### src/rtl/pcit_pkg.sv
package pcit_pkg;

  typedef enum logic [1:0] {
    CLS_NONE  = 2'd0,
    CLS_READ  = 2'd1,
    CLS_WRITE = 2'd2
  } xfer_cls_e;

  typedef enum logic [2:0] {
    ST_IDLE,
    ST_DEC,
    ST_FIRST,
    ST_DATA,
    ST_STOP
  } tgt_state_e;

  typedef struct packed {
    xfer_cls_e  cls;
    logic [3:0] norm;
  } cmd_info_t;

endpackage

### src/rtl/pcit_cmd_decode.sv
module pcit_cmd_decode
  import pcit_pkg::*;
(
  input  logic [3:0] cmd,
  output cmd_info_t  info
);

  always_comb begin
    info.cls  = CLS_NONE;
    info.norm = cmd;
    case (cmd)
      4'b0010, 4'b0110, 4'b1010: info.cls = CLS_READ;
      4'b0011, 4'b0111, 4'b1011: info.cls = CLS_WRITE;
      4'b1100, 4'b1110: begin
        info.cls  = CLS_READ;
        info.norm = 4'b0110;
      end
      4'b1111: begin
        info.cls  = CLS_WRITE;
        info.norm = 4'b0111;
      end
      default: begin
        info.cls  = CLS_NONE;
        info.norm = 4'b0000;
      end
    endcase
  end

endmodule

### src/rtl/pcit_addr_detect.sv
module pcit_addr_detect (
  input  logic clk,
  input  logic rst,
  input  logic frame_n,
  output logic addr_start
);

  logic frame_q;

  always_ff @(posedge clk) begin
    if (rst) frame_q <= 1'b1;
    else     frame_q <= frame_n;
  end

  assign addr_start = !frame_n && frame_q;

endmodule

### src/rtl/pcit_wait_timer.sv
module pcit_wait_timer #(
  parameter int CNT_W = 4
) (
  input  logic             clk,
  input  logic             rst,
  input  logic             clear,
  input  logic             tick,
  input  logic [CNT_W-1:0] limit,
  output logic             expired
);

  localparam logic [CNT_W-1:0] CNT_MAX = {CNT_W{1'b1}};

  logic [CNT_W-1:0] cnt;

  always_ff @(posedge clk) begin
    if (rst || clear)                  cnt <= '0;
    else if (tick && (cnt != CNT_MAX)) cnt <= cnt + 1'b1;
  end

  assign expired = (cnt >= limit);

endmodule

### src/rtl/pcit_responder.sv
module pcit_responder
  import pcit_pkg::*;
#(
  parameter int CNT_W = 4,
  parameter int CMD_W = 4
) (
  input  logic             clk,
  input  logic             rst,
  input  logic             frame_n,
  input  logic             irdy_n,
  input  logic [CMD_W-1:0] cbe_n,
  input  logic             addr_hit,
  input  logic             rd_ready,
  input  logic             wr_ready,
  input  logic             lcl_last,
  input  logic             lcl_abort,
  input  logic [CNT_W-1:0] cfg_wait_limit,
  output logic             devsel_n,
  output logic             trdy_n,
  output logic             stop_n,
  output logic [1:0]       xfer_cls,
  output logic [CMD_W-1:0] cmd_norm,
  output logic             data_beat
);

  tgt_state_e       state;
  logic [CMD_W-1:0] cmd_q;
  cmd_info_t        info;
  logic             addr_start;
  logic             claim;
  logic             lcl_ready;
  logic             wt_expired;
  logic             wt_clear;
  logic             wt_tick;
  logic             beat_done;

  pcit_addr_detect u_addr (
    .clk        (clk),
    .rst        (rst),
    .frame_n    (frame_n),
    .addr_start (addr_start)
  );

  pcit_cmd_decode u_dec (
    .cmd  (cmd_q),
    .info (info)
  );

  assign claim     = addr_hit && (info.cls != CLS_NONE);
  assign lcl_ready = (xfer_cls == CLS_WRITE) ? wr_ready : rd_ready;
  assign wt_clear  = (state != ST_FIRST);
  assign wt_tick   = (state == ST_FIRST) && !lcl_ready;
  assign beat_done = (state == ST_DATA) && !trdy_n && !irdy_n;

  pcit_wait_timer #(.CNT_W(CNT_W)) u_wait (
    .clk     (clk),
    .rst     (rst),
    .clear   (wt_clear),
    .tick    (wt_tick),
    .limit   (cfg_wait_limit),
    .expired (wt_expired)
  );

  always_ff @(posedge clk) begin
    if (rst) begin
      state     <= ST_IDLE;
      cmd_q     <= '0;
      devsel_n  <= 1'b1;
      trdy_n    <= 1'b1;
      stop_n    <= 1'b1;
      xfer_cls  <= CLS_NONE;
      cmd_norm  <= '0;
      data_beat <= 1'b0;
    end else begin
      data_beat <= beat_done;
      case (state)
        ST_IDLE: begin
          if (addr_start) begin
            cmd_q <= cbe_n;
            state <= ST_DEC;
          end
        end
        ST_DEC: begin
          if (claim) begin
            devsel_n <= 1'b0;
            xfer_cls <= info.cls;
            cmd_norm <= info.norm;
            state    <= ST_FIRST;
          end else begin
            state <= ST_IDLE;
          end
        end
        ST_FIRST: begin
          if (lcl_abort) begin
            stop_n   <= 1'b0;
            devsel_n <= 1'b1;
            state    <= ST_STOP;
          end else if (lcl_ready) begin
            trdy_n <= 1'b0;
            stop_n <= !lcl_last;
            state  <= ST_DATA;
          end else if (wt_expired) begin
            stop_n <= 1'b0;
            state  <= ST_STOP;
          end
        end
        ST_DATA: begin
          if (beat_done) begin
            if (frame_n) begin
              devsel_n <= 1'b1;
              trdy_n   <= 1'b1;
              stop_n   <= 1'b1;
              xfer_cls <= CLS_NONE;
              state    <= ST_IDLE;
            end else if (!stop_n) begin
              trdy_n <= 1'b1;
              state  <= ST_STOP;
            end else if (lcl_abort) begin
              trdy_n   <= 1'b1;
              stop_n   <= 1'b0;
              devsel_n <= 1'b1;
              state    <= ST_STOP;
            end else if (lcl_ready) begin
              stop_n <= !lcl_last;
            end else begin
              trdy_n <= 1'b1;
              stop_n <= 1'b0;
              state  <= ST_STOP;
            end
          end
        end
        ST_STOP: begin
          if (frame_n) begin
            devsel_n <= 1'b1;
            trdy_n   <= 1'b1;
            stop_n   <= 1'b1;
            xfer_cls <= CLS_NONE;
            state    <= ST_IDLE;
          end
        end
        default: state <= ST_IDLE;
      endcase
    end
  end

endmodule

### config.mk
export PLATFORM = sky130hd
export DESIGN_NAME = pcit_responder
export DESIGN_NICKNAME = d
export VERILOG_FILES = /design/src/rtl/pcit_pkg.sv /design/src/rtl/pcit_cmd_decode.sv /design/src/rtl/pcit_addr_detect.sv /design/src/rtl/pcit_wait_timer.sv /design/src/rtl/pcit_responder.sv
export SDC_FILE = /design/constraint.sdc
export NUM_CORES = 1
export LEC_CHECK = 0
export BUFFER_PORTS_ARGS = -buffer_cell sky130_fd_sc_hd__buf_2
export CAP_MARGIN = 0
export CORE_AREA = 4 4 57 59
export CTS_CLUSTER_DIAMETER = 100
export DETAILED_ROUTE_END_ITERATION = 8
export DIE_AREA = 0 0 61 63
export PLACE_DENSITY = 0.78
export SLEW_MARGIN = 20
export SYNTH_ARGS = -nofsm -noshare
export SYNTH_HDL_FRONTEND = slang
export SYNTH_HIERARCHICAL = 1
export SYNTH_SLANG_ARGS = --single-unit
### constraint.sdc
create_clock -name clk -period 4.59 [get_ports clk]
set_input_delay 0.6885 -clock clk [delete_from_list [all_inputs] [get_ports clk]]
set_output_delay 0.6885 -clock clk [all_outputs]
set_load 0.005 [all_outputs]
# Word-level counts from Yosys, hierarchy flattened
# Index checks and enable logic that the tools add are counted.
dict set report totals {
  elab_cells 108
  register_bits 22
  output_inout_bits 10
}
dict set report op_classes {
  order_cmp 1
  addsub 1
  n_eq_ne 25
  muxes 43
  reduce_logical 28
}
# cell count
set ops {}
lappend ops {{2-to-1 mux 3 bit} 10}
lappend ops {{2-to-1 mux 1 bit} 22}
lappend ops {{equality test 4 bit, second input constant} 5}
lappend ops {{one-hot mux 3 bit (5 select lines)} 1}
lappend ops {{inequality test 2 bit, second input constant} 6}
lappend ops {{one-hot mux 4 bit (3 select lines)} 1}
lappend ops {{AND reduction 5 bit} 2}
lappend ops {{equality test 4 x 2 -> 1 bit, second input constant} 2}
lappend ops {{equality test 4 x 3 -> 1 bit, second input constant} 2}
lappend ops {{2-to-1 mux 2 bit} 4}
lappend ops {{equality test 3 x 2 -> 1 bit, second input constant} 2}
lappend ops {{logical AND 1 bit} 6}
lappend ops {{one-hot mux 1 bit (3 select lines)} 2}
lappend ops {{one-hot mux 2 bit (3 select lines)} 1}
lappend ops {{AND reduction 6 bit} 1}
lappend ops {{nonzero test 3 bit} 2}
lappend ops {{OR reduction 6 bit} 1}
lappend ops {{zero test 1 bit} 5}
lappend ops {{inequality test 5 bit, second input constant} 1}
lappend ops {{OR reduction 5 bit} 1}
lappend ops {{adder 4 x 1 -> 4 bit, second input constant} 1}
lappend ops {{greater-or-equal comparator 4 bit} 1}
lappend ops {{inequality test 4 x 3 -> 1 bit, second input constant} 1}
lappend ops {{inequality test 4 bit, second input constant} 1}
lappend ops {{16 further kinds} 17}

# Logic depth before layout (Yosys ltp)
# Gate-level depths: netlist (run 1).
dict set report depth {
  word_depth 8
  depth_mapped 9
  depth_no_buf 9
}

# By module
# The synthesis (run 1) kept the hierarchy.
# mod area_per_inst_um2 n_inst cells_per_inst seq_area_each_um2
set modules_own_cells {}
lappend modules_own_cells {pcit_responder 929.6 1 108 340.3}
lappend modules_own_cells {pcit_wait_timer 305.3 1 34 80.1}
lappend modules_own_cells {pcit_cmd_decode 60.1 1 9 0.0}
lappend modules_own_cells {pcit_addr_detect 35.0 1 3 20.0}

# Least setup slack after synthesis (run 1)
# Ideal clock, no wire load.
dict set report synth_path {
  kind {input to register}
  start {in cfg_wait_limit[0]}
  end {reg stop_n}
  arrival_ns 1.859
  cell_stages 8
  path_slack_ns 2.609
  setup_ns 0.122
  n_path_buf 0
  cell_sequence {ha_1 nand2b_1 a21oi_1 o21ai_0 nor2_1 a31o_1 nor2_1 o32a_1}
}
dict set report synth_via {
  elab_chain_len 3
}
# item line
set synth_lines {}
lappend synth_lines {{from (decl)} pcit_responder.sv:17} ;# input logic [CNT_W-1:0] cfg_wait_limit,
lappend synth_lines {{greater-or-equal comparator 4 bit} pcit_wait_timer.sv:21} ;# assign expired = (cnt >= limit);
lappend synth_lines {{named net wt_expired} pcit_responder.sv:32} ;# logic wt_expired;
lappend synth_lines {{inequality test 4 x 3 -> 1 bit (no source line)} n/a}
lappend synth_lines {{AND reduction 4 bit (no source line)} n/a}
lappend synth_lines {{to (signal assigned)} pcit_responder.sv:100} ;# stop_n <= !lcl_last;
lappend synth_lines {{to (signal assigned)} pcit_responder.sv:124} ;# stop_n <= !lcl_last;
lappend synth_lines {{to (decl)} pcit_responder.sv:20} ;# output logic stop_n,
# The timed path passes the listed nets, and every way through them passes these cells.
# A chain may end at the register's enable or synchronous reset.

# Worst setup path in the final report (run 1)
# Same ends and word-level chain as after synthesis.

==> results of run 1 <==
-- state kept, by name (all words and copies together) (netlist names) --
| register | flops |
|---|---|
| u_addr/frame_q | 1 |
| cmd_norm | 4 |
| trdy_n | 1 |
| devsel_n | 1 |
| cmd_q | 4 |
| data_beat | 1 |
| xfer_cls | 2 |
| u_wait/cnt | 4 |
| state | 3 |
| stop_n | 1 |
-- where the power goes --
part	leakage, nW	internal [mW]	switching [mW]	total [mW]
clock	0.0279	0.0882	0.0599	0.148
sequential	0.179	0.202	0.0176	0.220
combinational	0.432	0.0446	0.0505	0.0951
-- Yosys cell counts (2+ instances only) --
library cell,n
and3_1,2
o31ai_1,2
and2_1,3
or3_1,2
nand2b_1,3
o21ai_0,3
and2_2,2
nand2_1,17
inv_1,9
nor3_1,4
a21oi_1,13
a31oi_1,3
ha_1,5
clkbuf_1,3
buf_6,2
nor2_1,13
and4b_1,2
nor2_2,2
dfxtp_1,22
or2_2,2
a32oi_1,3
mux2i_1,9
a21o_1,3
-- through the flow --
| stage | power, mW | cell area (um2) | setup WS, ps | utilization |
|---|---|---|---|---|
| CTS | 0.467 | 1510 | 2710 | 0.558 |
| floorplan | 0.297 | 1330 | 2610 | - |
| global route | 0.489 | 1510 | 2590 | 0.558 |
| finish | 0.463 | 1510 | 2700 | 0.558 |
| global placement | 0.315 | 1460 | 2430 | 0.539 |
| detailed placement | 0.318 | 1460 | 2360 | 0.539 |
-- tightest hold or removal path, stage by stage (launching register included) --
cell and delay [ps]:
dfxtp_1 330, nand2_1 50, a21oi_1 50
-- worst max path at each step --
stage / end / startpoint
final: stop_n / cfg_wait_limit[0]
after floorplan: stop_n / cfg_wait_limit[0]
after CTS: stop_n / u_wait/cnt[0]
after global placement: stop_n / cfg_wait_limit[0]
after global routing: stop_n / u_wait/cnt[0]
after detailed placement: stop_n / cfg_wait_limit[0]
-- cells by family (layout without fill, tap and decap cells) --
logic type,after synthesis,after routing,share of synthesized area
muxes,10,10,0.0847
and+or+nand+nor,65,65,0.283
DFF,22,22,0.331
AOI/OAI and AO/OA,37,37,0.199
buffers and inverters,15,39,0.0546
adders and majority gates,5,5,0.0470
-- layer usage --
layer	global-route usage	wire, um	up-vias
met5	0	0	-
met4	0.0596	17	0
met3	0.0248	139	2
met2	0.234	1290	29
met1	0.214	1320	526
li1	-	-	598
-- final cells by class --
class	instances	area, um2
fillers	262	1200
multi-input cells	117	817
flip-flops and latches	22	440
repair buffers	26	130
well taps	31	38.8
inverters	9	33.8
clock inverters	1	30.0
clock buffers	3	22.5
==> flow_metrics.tcl, run 1 <==
set metrics [dict create \
    status "finished, final reports clean" \
    cp.depth 9 \
    numCtsBuffers 3 \
    endpoint_worst_hold "cmd_norm[0]" \
    cts.repair.resized 0 \
    clock_insertion_delay_worst_skew_ps 310 \
    synth_seq_area_share 0.331 \
    postSynthRegisterBits 22 \
    crit_path_max_fanout 2 \
    crit_path_cell_trace "buf_2 -> ha_1 -> nand2b_1 -> a21oi_1 -> o21ai_0 -> nor2_1 -> a31o_1 -> nor2_1 -> o32a_1" \
    tritoncts_clock_tree "built" \
    layout.cells.most_common "buf_2" \
    worstHoldStart "cmd_norm[0]" \
    die_width_um 61 \
    timing.final.hold_violations 0 \
    design.core.area_um2 2710 \
    synthesis.nets 176 \
    worst_ir_drop_on_vdd_mv 0.282 \
    cts.repair_timing.setup_buffer_count 0 \
    buffer_ports.inserted 26 \
    crit_path_capture_type "flip-flop" \
    antenna_cells_inserted 0 \
    place_congestion 0.864 \
    fin_crit_ps 1890 \
    timing.critical_path.from_type "primary input" \
    cts.sink_count 22 \
    final_cell_mix "buf_2 (26), dfxtp_1 (22), nand2_1 (17)" \
    area_growth_syn_to_fin_pct 13.7 \
    floorplan.io_pins 27 \
    globalRouteTotalUtil 0.154 \
    row_count 19 \
    holdWs_ps 459 \
    leakage_nw 0.639 \
    totalNegativeSetupSlack_ps 0 \
    total_overflow_reported_by_the_global_router 0 \
    cts-root-to-sink-buffers 2 \
    finalNetCount 201 \
    maxSlewHeadroom 0.732 \
    combined_area_of_all_synthesized_cells_um2 1330 \
    drv.max_cap_violation_count 0 \
    routed_wire_length_per_instance_um 13.3 \
    worstHoldPathCells 2 \
    reg2reg_depth 9 \
    final_antenna_net_count 0 \
    die-area_um2 3840 \
    synth_enable_flop_cells 0 \
    unrepaired_setup_endpoints_after_global_routing "no" \
    synth_largest_area_cell "dfxtp_1" \
    clk_slew_on_worst_s_h_paths_ps 130 \
    worst_path_largest_cell_delay_ps 280 \
    r2r-end "stop_n" \
    wire_length_of_the_first_global_routing_pass_um 4690 \
    die_y_extent_um 63 \
    drt_pre_antenna_iters 4 \
    timing.reg2reg.setup_slack_ps 2720 \
    timing.final.crit_share 0.411 \
    power-per-cell-area_nw_per_um2 306 \
    grt_max_degree 22 \
    cp_data_required_time_ps 4800 \
    fin_worst_skew_ps 2.43 \
    floorplan.initialDensity 0.491 \
    placedCellCount 205 \
    layout.cells.non_filler 209 \
    drcViolationCount 0 \
    post_drt_via_cell_ratio 5.53 \
    post-synth-top-area-fraction 0.331 \
    timing.critical_path.buf_inv 1 \
    worstSetupPathType "primary input to flip-flop" \
    critPathTopFamily "compound AO/OA/AOI/OAI gates" \
    cts_max_level 1 \
    worst_path_most_repeated_cell "nor2_1" \
    yosys-top-cells-area "dfxtp_1 (33%), mux2i_1 (6.8%), a21oi_1 (4.9%)" \
    worstHoldPathType "flip-flop to flip-flop" \
    timing.rr.start "u_wait/cnt[0]" \
    synth-main-ff-cell "dfxtp_1" \
    drive_above_1_share 0.270 \
    maxClockFrequency_mhz 530 \
    ys_async_sr_fraction 0 \
    synthesis.yosys.warnings 6 \
    vias 1155 \
    final_max_slew_viol_count 0 \
    number_of_buffers_inserted_for_hold_repair_after_clock_tree_synthesis 0 \
    tightest_slew_ps 402 \
    postRouteWirelength_um 2770 \
    synth.lib_cells_used.distinct 48 \
    post_synth.cell_area_avg_um2 8.64 \
    crit_path_top_delay_cell "o32a_1" \
    synthCells 154 \
    dr.first_iter.drc_count 37 \
    report.final.setup_viol 0 \
    first_global_vias 1099 \
    dp_hpwl_um 2160 \
    cts.root.buffer_cell "clkbuf_4" \
    arrival_ps 2090 \
    grt_antenna_before_repair 0 \
]
Note: power is estimated with default switching activity, not from simulation.
==> run 2, diff against run 1 <==
==> constraint.sdc (replaced) <==
create_clock -name clk -period 2 [get_ports clk]
set_input_delay 0.3 -clock clk [delete_from_list [all_inputs] [get_ports clk]]
set_output_delay 0.3 -clock clk [all_outputs]
set_load 0.005 [all_outputs]
==> run 2 against run 1 <==
- first-iteration DRC count is 68% higher
- critical path type is now flip-flop to flip-flop
- clock power is 68% higher
- final area is 0.58% lower
- clock skew is 0.56 ps higher
- hold slack worse by 240 ps
- power is 110% higher
- non-clock buffer count is 1 higher
- count of clock-buffer cells in the layout is 1 higher
- routed wire length is 6.0% higher
==> flow_metrics.tcl, run 2 (same netlist as run 1, synthesis figures left out) <==
set metrics [dict create \
    total_overflow_reported_by_the_global_router 0 \
    crit_path_max_fanout 4 \
    dp_hpwl_um 2250 \
    timing.reg2reg.setup_slack_ps 150 \
    fin_crit_ps 1850 \
    power-per-cell-area_nw_per_um2 650 \
    drv.max_cap_violation_count 0 \
    grt_antenna_before_repair 0 \
    worstHoldStart "cbe_n[2]" \
    cts.repair.resized 0 \
    crit_path_top_delay_cell "dfxtp_1" \
    cts.sink_count 22 \
    design_area_um2 1500 \
    crit_path_capture_type "flip-flop" \
    cp.depth 9 \
    r2r-end "stop_n" \
    critPathLaunch "u_wait/cnt[0]" \
    timing.final.crit_share 0.923 \
    tritoncts_clock_tree "built" \
    placed_area_um2 1470 \
    arrival_ps 2060 \
    fill_cells 270 \
    maxClockFrequency_mhz 542 \
    number_of_buffers_inserted_for_hold_repair_after_clock_tree_synthesis 0 \
    row_count 19 \
    clk_slew_on_worst_s_h_paths_ps 120 \
    place_congestion 0.904 \
    unrepaired_setup_endpoints_after_global_routing "no" \
    drcViolationCount 0 \
    critPathTopFamily "compound AO/OA/AOI/OAI gates" \
    timing.critical_path.buf_inv 1 \
    timing.final.hold_violations 0 \
    globalRouteTotalUtil 0.168 \
    reg2reg_depth 9 \
    floorplan.io_pins 27 \
    final_cell_mix "buf_2 (26), dfxtp_1 (22), nand2_1 (17)" \
    fin_worst_skew_ps 2.98 \
    die-area_um2 3840 \
    first_global_vias 1217 \
    crit_path_cell_trace "inv_1 -> ha_1 -> nand2b_1 -> a21oi_1 -> o21ai_0 -> nor2_1 -> a31o_1 -> nor2_1 -> o32a_1" \
    biggestRegsByFlops "cmd_norm: 4 flops, cmd_q: 4 flops, u_wait/cnt: 4 flops" \
    wire_length_of_the_first_global_routing_pass_um 5150 \
    buffer_ports.inserted 26 \
    drive_above_1_share 0.274 \
    design.core.area_um2 2710 \
    die_y_extent_um 63 \
    cts.repair_timing.setup_buffer_count 0 \
    die_width_um 61 \
    layout.cells.most_common "buf_2" \
    critPathCapture "stop_n" \
    drt_pre_antenna_iters 4 \
    final_antenna_net_count 0 \
    cts_max_level 1 \
    cts-root-to-sink-buffers 2 \
    maxSlewHeadroom 0.735 \
    tightest_slew_ps 397 \
    clock_insertion_delay_worst_skew_ps 310 \
    final_max_slew_viol_count 0 \
    grt_max_degree 22 \
    floorplan.initialDensity 0.491 \
    worstSetupPathType "flip-flop to flip-flop" \
    worst_ir_drop_on_vdd_mv 0.484 \
    postRouteWirelength_um 2940 \
    numCtsBuffers 3 \
    vias 1204 \
    timing.critical_path.from_type "flip-flop" \
    report.final.setup_viol 0 \
    timing.rr.start "u_wait/cnt[0]" \
    worst_path_largest_cell_delay_ps 390 \
    cts.root.buffer_cell "clkbuf_4" \
    worst_path_most_repeated_cell "nor2_1" \
    routed_wire_length_per_instance_um 14.0 \
    area_growth_syn_to_fin_pct 13.1 \
    cp_data_required_time_ps 2210 \
    finalNetCount 202 \
    antenna_cells_inserted 0 \
    totalNegativeSetupSlack_ps 0 \
    post_drt_via_cell_ratio 5.73 \
    status "finished, final reports clean" \
    dr.first_iter.drc_count 62 \
    worstHoldPathType "primary input to flip-flop" \
    leakage_nw 0.636 \
]
[run 2: cell types whose count changed in the layout (fill, tap and decap cells not counted), sizes merged]
cell    previous run  this run
buf               26        27
bufinv             1         0
clkbuf             3         4
[run 2: worst min-delay path by stage]
stage,to,slack (ps),cells after the start
5_1_grt,cmd_q[2],210,3
3_3_place_gp,cmd_norm[2],440,2
2_1_floorplan,u_addr/frame_q,400,1
3_5_place_dp,cmd_norm[2],450,2
4_1_cts,cmd_q[2],210,3
6_report,cmd_q[2],220,3
[run 2: power by group]
group	internal [mW]	leakage, nW	switching, mW	total [mW]
sequential	0.464	0.179	0.0430	0.507
clock	0.111	0.0210	0.137	0.249
combinational	0.104	0.436	0.118	0.222
total	0.679	0.636	0.299	0.978
[run 2: worst reg2reg max path, cell delays in order, from the launching register on]
cell and delay [ps]:
dfxtp_1 390, inv_1 70, ha_1 260, nand2b_1 130, a21oi_1 130, o21ai_0 100
nor2_1 150, a31o_1 190, nor2_1 50, o32a_1 280
[run 2: layout make-up]
type	count	area, um2	share of cell area
Multi-Input combinational cell	117	817	0.543
Sequential cell	22	440	0.293
Tap cell	31	38.8	0.0258
Clock buffer	4	36.3	0.0241
Timing Repair Buffer	27	138	0.0915
Inverter	9	33.8	0.0225
[run 2: through the flow]
| step | hold WS (ps) | power [mW] | instances | setup slack [ps] | util |
|---|---|---|---|---|---|
| finish | 220 | 0.978 | 210 | 155 | 0.555 |
| global route | 208 | 1.04 | 210 | 16.4 | 0.555 |
| CTS | 213 | 0.983 | 210 | 147 | 0.555 |
| detailed placement | 446 | 0.735 | 206 | 166 | 0.542 |
| global placement | 442 | 0.726 | 206 | 228 | 0.542 |
| floorplan | 397 | 0.683 | 154 | 315 | - |
[run 2: routing by layer]
layer,global-route usage,vias to the layer above,part of all wire
met5,0,-,0
met4,0.0623,0,0.0041
met3,0.0269,2,0.062
met2,0.262,37,0.49
met1,0.229,568,0.44
li1,-,597,-
==> run 3, diff against run 2 <==
--- a/config.mk
+++ b/config.mk
@@ -8,10 +8,11 @@
 export BUFFER_PORTS_ARGS = -buffer_cell sky130_fd_sc_hd__buf_2
 export CAP_MARGIN = 0
 export CORE_AREA = 4 4 57 59
+export CTS_BUF_LIST = sky130_fd_sc_hd__clkbuf_8
 export CTS_CLUSTER_DIAMETER = 100
 export DETAILED_ROUTE_END_ITERATION = 8
 export DIE_AREA = 0 0 61 63
-export PLACE_DENSITY = 0.78
+export PLACE_DENSITY_LB_ADDON = 0.2
 export SLEW_MARGIN = 20
 export SYNTH_ARGS = -nofsm -noshare
 export SYNTH_HDL_FRONTEND = slang
==> run 3 against run 2 <==
- non-clock buffer count increased by 2
- power grew 8.1%
- die area unchanged
- critical path type unchanged
- critical endpoint unchanged
- hold slack gained 48 ps
- final area up 2.3%
- sequential power fell by 1%
==> flow_metrics.tcl, run 3 (same netlist as run 1, synthesis figures left out) <==
set metrics [dict create \
    share_seq_of_total_power 0.474 \
    post_drt_via_cell_ratio 5.52 \
    crit_path_max_fanout 4 \
    crit_path_capture_type "flip-flop" \
    placedCellCount 208 \
    dr.first_iter.drc_count 40 \
    fill_cells 252 \
    buffer_ports.inserted 26 \
    cts.sink_count 22 \
    clk_slew_on_worst_s_h_paths_ps 80 \
    floorplan.initialDensity 0.491 \
    comb_power_share 0.222 \
    arrival_ps 1950 \
    timing.reg2reg.setup_slack_ps 210 \
    worstHoldPathType "primary input to flip-flop" \
    grt_antenna_before_repair 0 \
    drcViolationCount 0 \
    place_congestion 0.890 \
    cts.root.buffer_cell "clkbuf_8" \
    tritoncts_clock_tree "built" \
    area_growth_syn_to_fin_pct 15.7 \
    placed_area_um2 1480 \
    cp_data_required_time_ps 2160 \
    timing.final.crit_share 0.894 \
    routed_wire_length_per_instance_um 13.3 \
    tightest_slew_ps 427 \
    power-per-cell-area_nw_per_um2 687 \
    multi_input_comb_area_um2 817 \
    grt_max_degree 22 \
    status "finished, final reports clean" \
    final_antenna_net_count 0 \
    first_global_vias 1094 \
    cts-root-to-sink-buffers 2 \
    design.core.area_um2 2710 \
    die-area_um2 3840 \
    unrepaired_setup_endpoints_after_global_routing "no" \
    drive_above_1_share 0.287 \
    row_count 19 \
    postRouteWirelength_um 2830 \
    finalNetCount 204 \
    layout.cells.most_common "buf_2" \
    die_width_um 61 \
    worst_ir_drop_on_vdd_mv 0.509 \
    vias 1170 \
    fin_crit_ps 1790 \
    maxSlewHeadroom 0.715 \
    timing.critical_path.from_type "flip-flop" \
    final_cell_mix "buf_2 (26), dfxtp_1 (21), nand2_1 (17)" \
    drt_pre_antenna_iters 4 \
    cts.repair_timing.setup_buffer_count 0 \
    totalNegativeSetupSlack_ps 0 \
    register_area_um2 442 \
    fin_worst_skew_ps 3.73 \
    dp_hpwl_um 2180 \
    worstSetupPathType "flip-flop to flip-flop" \
    wire_length_of_the_first_global_routing_pass_um 4600 \
    die_y_extent_um 63 \
    clock_insertion_delay_worst_skew_ps 260 \
    p_switching_uw 306 \
    floorplan.io_pins 27 \
    antenna_cells_inserted 0 \
    numCtsBuffers 3 \
    layout.cells.non_filler 212 \
    biggestRegsByFlops "cmd_norm: 4 flops, cmd_q: 4 flops, u_wait/cnt: 4 flops" \
    design_area_um2 1540 \
    cts_max_level 1 \
    leakage_nw 0.655 \
    share_clk_of_total_power 0.304 \
    switching_share 0.290 \
    final_max_slew_viol_count 0 \
    maxClockFrequency_mhz 559 \
    drv.max_cap_violation_count 0 \
    report.final.setup_viol 0 \
    timing.final.hold_violations 0 \
    cellInternalPower_uw 751 \
    globalRouteTotalUtil 0.155 \
    total_overflow_reported_by_the_global_router 0 \
]
run 3: final cells by class:
cell class                      count  share of cell area
Inverter                            9              0.0220
Timing Repair Buffer               29              0.0992
Clock buffer                        4              0.0358
Sequential cell                    22               0.287
Multi-Input combinational cell    117               0.531
Tap cell                           31              0.0252
run 3: metrics by stage:
stage | hold WS (ps) | utilization | worst slack (ps) | power [mW]
2_1_floorplan | 397 | - | 315 | 0.683
3_3_place_gp | 444 | 0.547 | 211 | 0.738
3_5_place_dp | 449 | 0.547 | 183 | 0.744
4_1_cts | 268 | 0.567 | 159 | 1.06
5_1_grt | 274 | 0.568 | 40.4 | 1.12
6_report | 269 | 0.568 | 212 | 1.06
run 3: routing by layer:
metal  vias up  wire length, um  global-route usage  share of wire
li1        602                -                   -              -
met1       539             1330               0.198           0.47
met2        23             1340               0.246           0.47
met3         6              115              0.0248          0.041
met4         0               47              0.0759          0.017
met5         -                0                   0              0
run 3: power groups by stage:
| stage | clock network (mW) | registers, mW | logic (mW) |
|---|---|---|---|
| 2_1_floorplan | 0 | 0.496 | 0.186 |
| 3_3_place_gp | 0 | 0.509 | 0.229 |
| 3_5_place_dp | 0 | 0.510 | 0.234 |
| 4_1_cts | 0.331 | 0.499 | 0.235 |
| 5_1_grt | 0.356 | 0.506 | 0.260 |
| 6_report | 0.321 | 0.501 | 0.235 |
run 3: critical path, cell delays in order, from the launching register on:
cell and delay, ps:
dfxtp_2 360, inv_1 60, ha_1 260, nand2b_1 140, a21oi_1 130, o21ai_0 100
nor2_1 140, a31o_1 190, nor2_1 40, o32a_1 280
run 3: worst paths after layout:
| kind | startpoint | end | cells after the start |
|---|---|---|---|
| worst max-delay path | u_wait/cnt[0] | stop_n | 9 |
| worst min-delay path | cbe_n[3] | cmd_q[3] | 3 |
| worst max register to register | u_wait/cnt[0] | stop_n | 9 |
| worst min register to register | cmd_norm[1] | cmd_norm[1] | 2 |
run 3: timing repair:
action                     in CTS  in global routing
hold endpoints to repair        0                  0
gates resized for setup         0                  1
hold buffers                    0                  0
setup endpoints to repair       0                  1
